[config.mk]
export PLATFORM = sky130hd
export DESIGN_NAME = irq_vector_ctrl
export DESIGN_NICKNAME = d
export VERILOG_FILES = /design/src/rtl/irq_vec_pkg.sv /design/src/rtl/irq_flag_path.sv /design/src/rtl/irq_arbiter.sv /design/src/rtl/irq_vector_ctrl.sv
export SDC_FILE = /design/constraint.sdc
export NUM_CORES = 1
export LEC_CHECK = 0
export ABC_AREA = 1
export BUFFER_PORTS_ARGS = -buffer_cell sky130_fd_sc_hd__buf_2
export CAP_MARGIN = 30
export CORE_MARGIN = 2
export CORE_UTILIZATION = 39
export DETAILED_ROUTE_END_ITERATION = 7
export HOLD_SLACK_MARGIN = 0.06
export PLACE_DENSITY = 0.62
export SYNTH_ARGS = -nofsm -noshare
export SYNTH_HDL_FRONTEND = slang
export SYNTH_HIERARCHICAL = 1
export SYNTH_SLANG_ARGS = --single-unit
[constraint.sdc]
create_clock -name clk -period 4.1 [get_ports clk]
set_input_delay 0.205 -clock clk [delete_from_list [all_inputs] [get_ports clk]]
set_output_delay 0.205 -clock clk [all_outputs]
set_load 0.02 [all_outputs]
[src/rtl/irq_vec_pkg.sv]
package irq_vec_pkg;
  localparam logic [2:0] ADDR_FLAGS  = 3'd0;
  localparam logic [2:0] ADDR_VEN    = 3'd1;
  localparam logic [2:0] ADDR_MFLAGS = 3'd2;
  localparam logic [2:0] ADDR_MEN    = 3'd3;
  localparam logic [2:0] ADDR_GIE    = 3'd4;

  // strobes from the arbiter to the flag datapath
  typedef struct packed {
    logic       svcValid;
    logic [7:0] svcVec;
  } svcStrobe_t;
endpackage

[src/rtl/irq_flag_path.sv]
module irq_flag_path
  import irq_vec_pkg::*;
#(
  parameter int NDIRECT = 3,
  parameter int NSERIAL = 6,
  parameter int NMEMBER = 4,
  parameter int DATA_W  = 5
) (
  input  logic               clk,
  input  logic               rstN,
  input  logic [NDIRECT-1:0] hwSetDirect,
  input  logic [NSERIAL-1:0] serialCond,
  input  logic [NMEMBER-1:0] memberSet,
  input  logic               swWrEn,
  input  logic [2:0]         swAddr,
  input  logic [DATA_W-1:0]  swWrData,
  input  logic               gie,
  input  svcStrobe_t         strobes,
  output logic [NDIRECT+1:0] pending,
  output logic [DATA_W-1:0]  swRdData,
  output logic               wakeUp
);
  localparam int NVEC = NDIRECT + 2;
  localparam int NALL = NVEC + NMEMBER;

  logic [NVEC-1:0]    vecFlag, vecEn, hwSetVec, svcClr;
  logic [NMEMBER-1:0] memFlag, memEn;
  logic [NALL-1:0]    prevAll;
  logic               armed;
  logic               wrFlags, wrVen, wrMflags, wrMen;

  assign wrFlags  = swWrEn && (swAddr == ADDR_FLAGS);
  assign wrVen    = swWrEn && (swAddr == ADDR_VEN);
  assign wrMflags = swWrEn && (swAddr == ADDR_MFLAGS);
  assign wrMen    = swWrEn && (swAddr == ADDR_MEN);

  // set sources per vector: direct, then serial, then group
  assign hwSetVec = {|(memberSet & memEn), |serialCond, hwSetDirect};

  for (genvar v = 0; v < NVEC; v++) begin : g_clr
    assign svcClr[v] = strobes.svcValid && (strobes.svcVec == 8'(v));
  end

  always_ff @(posedge clk) begin
    if (!rstN) begin
      vecFlag <= '0;
      vecEn   <= '0;
      memFlag <= '0;
      memEn   <= '0;
      prevAll <= '0;
      armed   <= 1'b0;
    end else begin
      vecFlag <= hwSetVec | (wrFlags ? swWrData[NVEC-1:0] : (vecFlag & ~svcClr));
      memFlag <= memberSet | (wrMflags ? swWrData[NMEMBER-1:0] : memFlag);
      if (wrVen) vecEn <= swWrData[NVEC-1:0];
      if (wrMen) memEn <= swWrData[NMEMBER-1:0];
      prevAll <= {memFlag, vecFlag};
      armed   <= 1'b1;
    end
  end

  assign wakeUp  = armed && |({memFlag, vecFlag} & ~prevAll);
  assign pending = vecFlag & vecEn;

  always_comb begin
    swRdData = '0;
    case (swAddr)
      ADDR_FLAGS:  swRdData[NVEC-1:0]    = vecFlag;
      ADDR_VEN:    swRdData[NVEC-1:0]    = vecEn;
      ADDR_MFLAGS: swRdData[NMEMBER-1:0] = memFlag;
      ADDR_MEN:    swRdData[NMEMBER-1:0] = memEn;
      ADDR_GIE:    swRdData[0]           = gie;
      default:     swRdData              = '0;
    endcase
  end

  // with no write and no service, no set flag drops
  a_r5_flag_holds: assert property (@(posedge clk) disable iff (!rstN)
    (!wrFlags && !strobes.svcValid) |=> ((vecFlag & $past(vecFlag)) == $past(vecFlag)));

  // a serviced flag is clear next cycle unless set again
  a_r4_svc_clears: assert property (@(posedge clk) disable iff (!rstN)
    (strobes.svcValid && !wrFlags) |=> ((vecFlag & $past(svcClr) & ~$past(hwSetVec)) == '0));

  // a wake pulse implies some flag is up
  a_r8_wake_has_flag: assert property (@(posedge clk) disable iff (!rstN)
    wakeUp |-> ({memFlag, vecFlag} != '0));
endmodule

[src/rtl/irq_arbiter.sv]
module irq_arbiter
  import irq_vec_pkg::*;
#(
  parameter int NVEC  = 5,
  parameter int VEC_W = 3
) (
  input  logic             clk,
  input  logic             rstN,
  input  logic [NVEC-1:0]  pending,
  input  logic             stackFull,
  input  logic             ackSvc,
  input  logic             retEnable,
  input  logic             retPlain,
  input  logic             gieWr,
  input  logic             gieWrVal,
  output logic             reqValid,
  output logic [VEC_W-1:0] reqVec,
  output logic             gie,
  output svcStrobe_t       strobes
);
  logic found;
  logic take;

  // fixed priority, lowest index first
  always_comb begin
    found  = 1'b0;
    reqVec = '0;
    for (int i = NVEC - 1; i >= 0; i--) begin
      if (pending[i]) begin
        found  = 1'b1;
        reqVec = VEC_W'(i);
      end
    end
  end

  assign reqValid = gie && !stackFull && found;
  assign take     = ackSvc && reqValid;

  assign strobes.svcValid = take;
  assign strobes.svcVec   = 8'(reqVec);

  always_ff @(posedge clk) begin
    if (!rstN)          gie <= 1'b0;
    else if (take)      gie <= 1'b0;
    else if (retEnable) gie <= 1'b1;
    else if (gieWr)     gie <= gieWrVal;
  end

  a_r2_req_gated: assert property (@(posedge clk) disable iff (!rstN)
    reqValid |-> (gie && !stackFull && pending[reqVec]));

  a_r3_lowest_wins: assert property (@(posedge clk) disable iff (!rstN)
    reqValid |-> ((pending & ((NVEC'(1) << reqVec) - NVEC'(1))) == '0));

  a_r4_ack_drops_gie: assert property (@(posedge clk) disable iff (!rstN)
    (ackSvc && reqValid) |=> !gie);

  a_r9_reti_sets: assert property (@(posedge clk) disable iff (!rstN)
    (retEnable && !(ackSvc && reqValid)) |=> gie);

  a_r9_plain_keeps: assert property (@(posedge clk) disable iff (!rstN)
    (retPlain && !retEnable && !ackSvc && !gieWr) |=> $stable(gie));
endmodule

[src/rtl/irq_vector_ctrl.sv]
module irq_vector_ctrl
  import irq_vec_pkg::*;
#(
  parameter int NDIRECT = 3,
  parameter int NSERIAL = 6,
  parameter int NMEMBER = 4,
  parameter int DATA_W  = ((NDIRECT + 2) > NMEMBER) ? (NDIRECT + 2) : NMEMBER,
  parameter int VEC_W   = $clog2(NDIRECT + 2)
) (
  input  logic               clk,
  input  logic               rstN,
  input  logic [NDIRECT-1:0] hwSetDirect,
  input  logic [NSERIAL-1:0] serialCond,
  input  logic [NMEMBER-1:0] memberSet,
  input  logic               stackFull,
  input  logic               ackSvc,
  input  logic               retEnable,
  input  logic               retPlain,
  input  logic               swWrEn,
  input  logic [2:0]         swAddr,
  input  logic [DATA_W-1:0]  swWrData,
  output logic [DATA_W-1:0]  swRdData,
  output logic               reqValid,
  output logic [VEC_W-1:0]   reqVec,
  output logic               wakeUp
);
  localparam int NVEC = NDIRECT + 2;

  logic [NVEC-1:0] pending;
  logic            gie;
  svcStrobe_t      strobes;

  irq_flag_path #(
    .NDIRECT(NDIRECT), .NSERIAL(NSERIAL), .NMEMBER(NMEMBER), .DATA_W(DATA_W)
  ) u_path (
    .clk(clk), .rstN(rstN), .hwSetDirect(hwSetDirect), .serialCond(serialCond),
    .memberSet(memberSet), .swWrEn(swWrEn), .swAddr(swAddr), .swWrData(swWrData),
    .gie(gie), .strobes(strobes), .pending(pending), .swRdData(swRdData),
    .wakeUp(wakeUp)
  );

  irq_arbiter #(.NVEC(NVEC), .VEC_W(VEC_W)) u_arb (
    .clk(clk), .rstN(rstN), .pending(pending), .stackFull(stackFull),
    .ackSvc(ackSvc), .retEnable(retEnable), .retPlain(retPlain),
    .gieWr(swWrEn && (swAddr == ADDR_GIE)), .gieWrVal(swWrData[0]),
    .reqValid(reqValid), .reqVec(reqVec), .gie(gie), .strobes(strobes)
  );
endmodule

==> results of run 1 <==
-- cell type report --
class,count,area (um^2)
fill,472,2278
timing repair buffer,36,180.2
multi-input combinational,182,822.0
inverter,67,251.5
tap,52,65.06
clock inverter,1,30.03
clock buffer,7,86.33
sequential,29,580.6
-- path summary, 6_finish.rpt --
kind | depth (start not counted) | end | startpoint
setup / recovery | 5 | reqVec[1] | u_path/vecFlag[2]$_SDFF_PN0_
hold / removal | 3 | u_path/vecEn[4]$_SDFFE_PN0P_ | swWrData[4]
setup reg to reg | 10 | u_path/vecFlag[4]$_SDFF_PN0_ | u_path/vecFlag[2]$_SDFF_PN0_
hold reg to reg | 2 | u_path/prevAll[8]$_SDFF_PN0_ | u_path/memFlag[3]$_SDFF_PN0_
-- through the flow --
stage	utilization [%]	power [mW]
5_1_grt	46.94	0.7371
3_3_place_gp	44.23	0.4050
2_1_floorplan	-	0.3757
3_5_place_dp	44.23	0.4063
6_report	46.94	0.7044
4_1_cts	46.94	0.7115
-- Yosys cell counts, types with 2 or more instances --
cell type / count / area, um^2
o21ai_0: 5 / 25.02
buf_4: 9 / 67.56
a21oi_1: 10 / 50.05
buf_2: 3 / 15.01
nor2_2: 3 / 18.77
nor3_1: 2 / 10.01
nor2_1: 29 / 108.9
nand3_2: 2 / 20.02
nand3b_1: 4 / 30.03
nand2_1: 89 / 334.1
nand4_1: 12 / 75.07
dfxtp_1: 29 / 580.6
inv_1: 66 / 247.7
nand3_1: 15 / 75.07
-- power by group --
part           total, mW  switching [mW]  internal, mW  leakage (nW)
sequential         0.310          0.0128         0.297         0.239
combinational     0.0901          0.0563        0.0339         0.892
clock              0.305           0.107         0.198        0.0585
-- routing by layer --
layer  up-vias  wire length (um)  GRT usage [%]
met1       734              1958          23.18
met2        35              1832          27.67
met5         -                 0              0
met3         8               150          3.463
li1        914                 -              -
met4         0                66          7.692
-- flip-flops by register name, indices dropped and copies added (netlist names) --
name            count
u_path/vecEn        5
u_arb/gie           1
u_path/prevAll      9
u_path/vecFlag      5
u_path/memEn        4
u_path/armed        1
u_path/memFlag      4
-- cells by family (layout without fill, tap and decap cells) --
family | Yosys count | after routing
compound gates | 18 | 18
flops | 29 | 29
other cells | 1 | 5
simple gates | 159 | 159
buf+inv | 80 | 111
-- worst min-delay path, delay by kind of cell --
kind                   cells  cell delay [ns]
and+or+nand+nor            2             0.14
buffers and inverters      1             0.10
==> impl_metrics.tcl, run 1 <==
set metrics [dict create \
    yosysSeqAreaShare_pct 33.65 \
    synth_flop_cell "dfxtp_1" \
    synth_cell_type_count 23 \
    hold_ws_ns 0.1929 \
    cp.buffers_inverters 2 \
    drv_cap 0 \
    clock-sinks 29 \
    preCtsSetupSlack_ns 2.548 \
    max_stage_delay_ns 0.41 \
    cts-root-buf "clkbuf_8" \
    die_w_um 70.52 \
    rows 24 \
    die_h_um 70.52 \
    cts_tree "done" \
    dpl_cell_area_um2 1899 \
    synth_xor_area_share_pct 0 \
    postCtsHoldBufs 0 \
    post-dp-hpwl_um 3134 \
    critical_path_class "reg2out" \
    clock_path_buffers 2 \
    status "finished, final reports clean" \
    initial_core_util_pct 40.18 \
    final-instance-count-excl-fill 374 \
    numCtsBuffers 5 \
    drt-total-wl_um 4008 \
    p_leak_nw 1.190 \
    crit_fanout 5 \
    nets 349 \
    route.detailed.drc 0 \
    ys_ff_latch 29 \
    gp_congestion 0.8075 \
    areaGrowthSynthToFinish_pct 16.82 \
    crit_required_ns 3.89 \
    synth-async-reset-ratio_pct 0 \
    ys_warn_count 6 \
    io_pins 38 \
    ir_drop_v 0.0001664 \
    synth-simple-area-share_pct 40.90 \
    synth_cells 287 \
    hold_violations 0 \
    critPathCaptureType "output pin" \
    postCtsSetupBuffers 0 \
    antenna_found_initial 0 \
    rsz0062_at_grt "no" \
    min_period_over_period_pct 42.45 \
    path_clk_slew_ns 0.06 \
    wire_per_inst_um 10.72 \
    synth-compound-area-share_pct 5.656 \
    firstDrtPassIters 4 \
    core-area_um2 4294 \
    io_buffers 36 \
    clock_skew_ns 0.002670 \
    grt_pass1_wl_um 6782 \
    antenna_cells 0 \
    setup.worst_path.start_class "flop" \
    insertion_delay_ns 0.28 \
    finalWorstSetupSlack_ns 2.360 \
    grt_pass1_vias 1563 \
    power.density_nw_per_um2 349.5 \
    setup_tns_ns 0 \
    final_common_cell "nand2_1" \
    syn_area_um2 1725 \
    slew_viol_final 0 \
    vias_per_cell 4.521 \
    synth-edff-count 0 \
    drtAntennaViolNets 0 \
    grt_max_degree 22 \
    drive_gt1_share_pct 15.84 \
    fmax_mhz 574.6 \
    timing.reg2reg.setup_slack_ns 2.56 \
    synth_top_family_by_area "simple AND/OR/NAND/NOR gates" \
    synthAdderAreaFrac_pct 0 \
    synth_mux_area_share_pct 0 \
    die_area_um2 4972 \
    cts.repair.resized 0 \
    drt_iter0_markers 99 \
    vias 1691 \
    worst_hold_path_type "in2reg" \
    slowest_stage "dfxtp_1" \
    setup_violations 0 \
    track_usage_pct 17.51 \
    cp_top_family "simple AND/OR/NAND/NOR gates" \
    mostFrequentLayoutCells "nand2_1, inv_1, buf_2" \
    avgSynthCellArea_um2 6.012 \
    worst-endpoint-arrival_ns 1.54 \
    place_inst 366 \
    crit_chain "nand2_1, inv_1, nor2_4, nor3_1, buf_2" \
    gr-total-overflow 0 \
    postLayoutCellArea_um2 2016 \
    cts_htree_levels 2 \
    fin_crit_ns 1.740 \
]
Note: power is estimated with default switching activity, not from simulation.
==> run 2: changes to the inputs <==
--- a/config.mk
+++ b/config.mk
@@ -12,7 +12,7 @@
 export CORE_UTILIZATION = 39
 export DETAILED_ROUTE_END_ITERATION = 7
 export HOLD_SLACK_MARGIN = 0.06
-export PLACE_DENSITY = 0.62
+export PLACE_DENSITY = 0.64
 export SYNTH_ARGS = -nofsm -noshare
 export SYNTH_HDL_FRONTEND = slang
 export SYNTH_HIERARCHICAL = 1
==> constraint.sdc (replaced) <==
create_clock -name clk -period 1.5 [get_ports clk]
set_input_delay 0.075 -clock clk [delete_from_list [all_inputs] [get_ports clk]]
set_output_delay 0.075 -clock clk [all_outputs]
set_load 0.02 [all_outputs]
==> impl_metrics.tcl, run 2 (same netlist as run 1, synthesis figures left out) <==
set metrics [dict create \
    multi_input_area_um2 837.1 \
    grt_pass1_wl_um 6927 \
    p_clk_share_pct 43.1 \
    die_w_um 70.52 \
    p_seq_share_pct 42.5 \
    clock_skew_ns 0.002635 \
    io_buffers 36 \
    die_area_um2 4972 \
    cp_top_family "simple AND/OR/NAND/NOR gates" \
    timing.reg2reg.setup_slack_ns 0.14 \
    place_inst 373 \
    slowest_stage "dfxtp_1" \
    cts_tree "done" \
    cts_htree_levels 2 \
    drtAntennaViolNets 0 \
    nets 359 \
    grt_max_degree 21 \
    setup_violations 0 \
    swShare_pct 25.62 \
    internal_power_mw 1.466 \
    critical_path_class "reg2out" \
    power.density_nw_per_um2 932.8 \
    worst-endpoint-arrival_ns 1.35 \
    final_util_pct 49.21 \
    areaGrowthSynthToFinish_pct 22.48 \
    rsz0062_at_grt "yes" \
    crit_chain "nand2_1, inv_1, nor2_4, nor3_2, buf_2" \
    io_pins 38 \
    rows 24 \
    cts-root-buf "clkbuf_8" \
    comb_power_share_pct 14.4 \
    drt-total-wl_um 4168 \
    clock_path_buffers 2 \
    switching_power_mw 0.5049 \
    drt_iter0_markers 120 \
    route.detailed.drc 0 \
    cp.buffers_inverters 2 \
    setup_tns_ns 0 \
    fmax_mhz 700.0 \
    worst_hold_path_type "in2reg" \
    numCtsBuffers 5 \
    post-dp-hpwl_um 3159 \
    die_h_um 70.52 \
    initial_core_util_pct 40.18 \
    fin_crit_ns 1.429 \
    vias_per_cell 4.586 \
    mostFrequentLayoutCells "nand2_1, inv_1, buf_2" \
    antenna_cells 0 \
    clock-sinks 29 \
    gr-total-overflow 0 \
    regMostFlops "u_path/prevAll" \
    setup.worst_path.start_class "flop" \
    slew_viol_final 0 \
    vias 1761 \
    crit_fanout 5 \
    seq_area_um2 583.1 \
    core-area_um2 4294 \
    insertion_delay_ns 0.29 \
    gp_congestion 0.8650 \
    ir_drop_v 0.0004578 \
    final_common_cell "nand2_1" \
    reg.largest.list "u_path/prevAll (9), u_path/vecEn (5), u_path/vecFlag (5)" \
    grt_pass1_vias 1623 \
    status "finished, final reports clean" \
    wire_per_inst_um 10.85 \
    nFillCells 454 \
    drive_gt1_share_pct 20.78 \
    hold_violations 0 \
    track_usage_pct 17.98 \
    firstDrtPassIters 4 \
    crit_required_ns 1.42 \
    largest_register_ffs 9 \
    drv_cap 0 \
    max_stage_delay_ns 0.35 \
    critPathCaptureType "output pin" \
    final-instance-count-excl-fill 384 \
    path_clk_slew_ns 0.06 \
    min_period_over_period_pct 95.23 \
    p_leak_nw 1.234 \
    antenna_found_initial 0 \
]
## run 2: changes by cell type in the layout (fill, tap and decap cells not counted), moves of 2 or more
cell           before  now
buf_4               0    8
dfxtp_1            29   27
dfxtp_2             0    2
dlygate4sd3_1       0    2
inv_1              66   63
inv_2               0    3
nor2_1             29   25
nor2_2              3    7
## run 2: tightest hold or removal path, cell delays in order
cell and delay [ns]:
buf_2 0.09, nand3b_1 0.09, nand2_1 0.04, inv_1 0.04
## run 2: area by class of cell
class | instances | area share [%]
Multi-Input combinational cell | 182 | 39.61
Sequential cell | 29 | 27.59
Timing Repair Buffer | 46 | 12.31
Inverter | 67 | 11.90
Clock buffer | 7 | 4.085
Tap cell | 52 | 3.079
Clock inverter | 1 | 1.421
## run 2: power by group through the flow
stage	Clock [mW]	Sequential (mW)	Combinational, mW
after floorplan	0	0.850	0.177
after global placement	0	0.854	0.272
after detailed placement	0	0.854	0.273
after CTS	0.861	0.837	0.279
after global routing	0.905	0.842	0.323
final	0.850	0.838	0.284
## run 2: layer usage
layer | track usage (%) | up-vias | routed length (um) | part of all wire [%]
met2 | 28.30 | 45 | 1894 | 45
met1 | 22.52 | 771 | 1943 | 47
met3 | 5.628 | 9 | 263 | 6.3
li1 | - | 936 | - | -
met5 | 0 | - | 0 | 0
met4 | 8.120 | 0 | 66 | 1.6
## run 2: worst paths after layout
| check | from | to | cells past startpoint |
|---|---|---|---|
| hold reg to reg | u_path/memFlag[1]$_SDFF_PN0_ | u_path/prevAll[6]$_SDFF_PN0_ | 2 |
| setup / recovery | u_path/vecEn[3]$_SDFFE_PN0P_ | reqVec[1] | 5 |
| setup reg to reg | u_path/vecEn[3]$_SDFFE_PN0P_ | u_path/vecFlag[2]$_SDFF_PN0_ | 11 |
| hold / removal | memberSet[2] | u_path/memFlag[2]$_SDFF_PN0_ | 4 |
## run 2: stage by stage
step	setup WS [ns]	instance area, um^2	power, mW	hold WS (ns)
2_1_floorplan	0.003283	1748	1.028	0.1027
3_3_place_gp	0.1039	1959	1.125	0.3494
3_5_place_dp	0.08815	1959	1.128	0.3486
4_1_cts	0.05885	2096	1.978	0.07083
5_1_grt	-0.01051	2113	2.070	0.09086
6_report	0.07150	2113	1.971	0.07727
## run 2: what timing repair did
action,in CTS,in global routing
hold buffers,2,0
setup endpoints to repair,0,8
gates resized for setup,0,9
setup buffers,0,1
hold endpoints to repair,2,0
==> run 3: changes to the inputs <==
==> constraint.sdc (replaced) <==
create_clock -name clk -period 1.5 [get_ports clk]
set_input_delay 0.075 -clock clk [delete_from_list [all_inputs] [get_ports clk]]
set_output_delay 0.075 -clock clk [all_outputs]
set_load 0.01 [all_outputs]
==> impl_metrics.tcl, run 3 (same netlist as run 1, synthesis figures left out) <==
set metrics [dict create \
    die_area_um2 4972 \
    track_usage_pct 17.30 \
    post-dp-hpwl_um 3234 \
    reg.largest.list "u_path/prevAll (9), u_path/vecEn (5), u_path/vecFlag (5)" \
    hold-path-endpoint "u_path/vecEn[4]$_SDFFE_PN0P_" \
    startpoint "u_path/vecEn[1]$_SDFFE_PN0P_" \
    worstReg2RegEnd "u_path/vecFlag[3]$_SDFF_PN0_" \
    multi_input_area_um2 835.8 \
    power.density_nw_per_um2 926.4 \
    postCtsHoldBufs 0 \
    gr-usage-met3_pct 5.339 \
    grt_use_met1_pct 22.63 \
    crit_required_ns 1.67 \
    final_common_cell "nand2_1" \
    antenna_cells 0 \
    worst_hold_path_type "in2reg" \
    grt_pass1_vias 1549 \
    antenna_found_initial 0 \
    worst_r2r_path_depth 11 \
    io_pins 38 \
    gp_congestion 0.8492 \
    nFillCells 453 \
    vias_per_cell 4.547 \
    drtAntennaViolNets 0 \
    route.detailed.drc 0 \
    status "finished, final reports clean" \
    path_clk_slew_ns 0.06 \
    p_leak_nw 1.232 \
    mostFrequentLayoutCells "nand2_1, inv_1, buf_2" \
    preCtsSetupSlack_ns 0.08087 \
    nets 359 \
    min_period_over_period_pct 91.17 \
    clock_skew_ns 0.002330 \
    setup.worst_path.start_class "flop" \
    core-area_um2 4294 \
    cts_htree_levels 2 \
    die_h_um 70.52 \
    finalWorstSetupSlack_ns 0.1325 \
    place_inst 375 \
    p_total_mw 1.951 \
    vias 1746 \
    initial_core_util_pct 40.18 \
    rows 24 \
    seq_area_um2 581.8 \
    crit-reg2reg-launch "u_path/vecEn[1]$_SDFFE_PN0P_" \
    cts_tree "done" \
    firstDrtPassIters 4 \
    grtUsageMet2_pct 28.41 \
    worst-endpoint-arrival_ns 1.54 \
    io_buffers 36 \
    crit_fanout 4 \
    hold_violations 0 \
    setup_violations 0 \
    drv_cap 0 \
    cts-root-buf "clkbuf_8" \
    grt_max_degree 21 \
    clock_path_buffers 2 \
    grt_pass1_wl_um 6810 \
    ir_drop_v 0.0005548 \
    areaGrowthSynthToFinish_pct 22.04 \
    wire_per_inst_um 10.75 \
    fin_crit_ns 1.368 \
    top_usage_layer "met2" \
    fmax_mhz 731.2 \
    drt_iter0_markers 50 \
    largest_register_ffs 9 \
    drive_gt1_share_pct 21.08 \
    final-instance-count-excl-fill 384 \
    drt-total-wl_um 4128 \
    numCtsBuffers 5 \
    regMostFlops "u_path/prevAll" \
    min_from "swWrData[4]" \
    critical_path_class "reg2reg" \
    critPathCaptureType "flop" \
    insertion_delay_ns 0.28 \
    min_path_cells 3 \
    clock-sinks 29 \
    die_w_um 70.52 \
    timing.reg2reg.setup_slack_ns 0.13 \
    gr-total-overflow 0 \
    slew_viol_final 0 \
]
-- run 3: changes by cell type in the layout (fill, tap and decap cells not counted), sizes merged --
cell / before / now
buf: 44 / 46
dlygate4sd3: 2 / 0
-- run 3: repair_timing --
action / in CTS / in global routing
resized for setup: 0 / 10
endpoints found under the setup margin: 0 / 8
setup buffers: 0 / 1
-- run 3: worst max-delay path by stage --
| stage | cells past startpoint | endpoint |
|---|---|---|
| after floorplan | 10 | u_path/vecFlag[2]$_SDFF_PN0_ |
| after global placement | 11 | u_path/vecFlag[3]$_SDFF_PN0_ |
| after detailed placement | 11 | u_path/vecFlag[4]$_SDFF_PN0_ |
| after CTS | 11 | u_path/vecFlag[4]$_SDFF_PN0_ |
| after global routing | 11 | u_path/vecFlag[4]$_SDFF_PN0_ |
| final | 11 | u_path/vecFlag[3]$_SDFF_PN0_ |
-- run 3: where the power goes --
group | switching [mW] | internal (mW)
logic | 0.162 | 0.113
clock network | 0.297 | 0.541
registers | 0.0263 | 0.812
-- run 3: critical path, cell delays in order (launching register included) --
cell     delay (ns)
dfxtp_1        0.35
nand2_1        0.05
inv_1          0.11
nor2_2         0.06
nand3_2        0.09
nand3_2        0.07
inv_1          0.05
nand2_1        0.07
nor2_2         0.17
nand3_1        0.11
nand2_1        0.08
a21oi_1        0.06
-- run 3: layout make-up --
class / instances / share of cell area (%)
clock buffer: 7 / 4.100
clock inverter: 1 / 1.426
inverter: 67 / 11.94
multi-input combinational: 182 / 39.69
sequential: 29 / 27.63
tap: 52 / 3.090
timing repair buffer: 46 / 12.12
-- run 3: through the flow --
step	instance area [um^2]	TNS (ns)	hold WS [ns]	utilization (%)
after floorplan	1740	0	0.1027	-
after global placement	1967	0	0.3500	45.80
after detailed placement	1967	0	0.3568	45.80
after CTS	2083	0	0.06771	48.51
after global routing	2106	-0.002440	0.08242	49.04
final	2106	0	0.06405	49.04
-- run 3: routing by layer --
layer | share of wire (%) | wire length (um)
met3 | 5.1 | 212
met2 | 46 | 1915
met1 | 48 | 1979
met4 | 0.51 | 21
met5 | 0 | 0
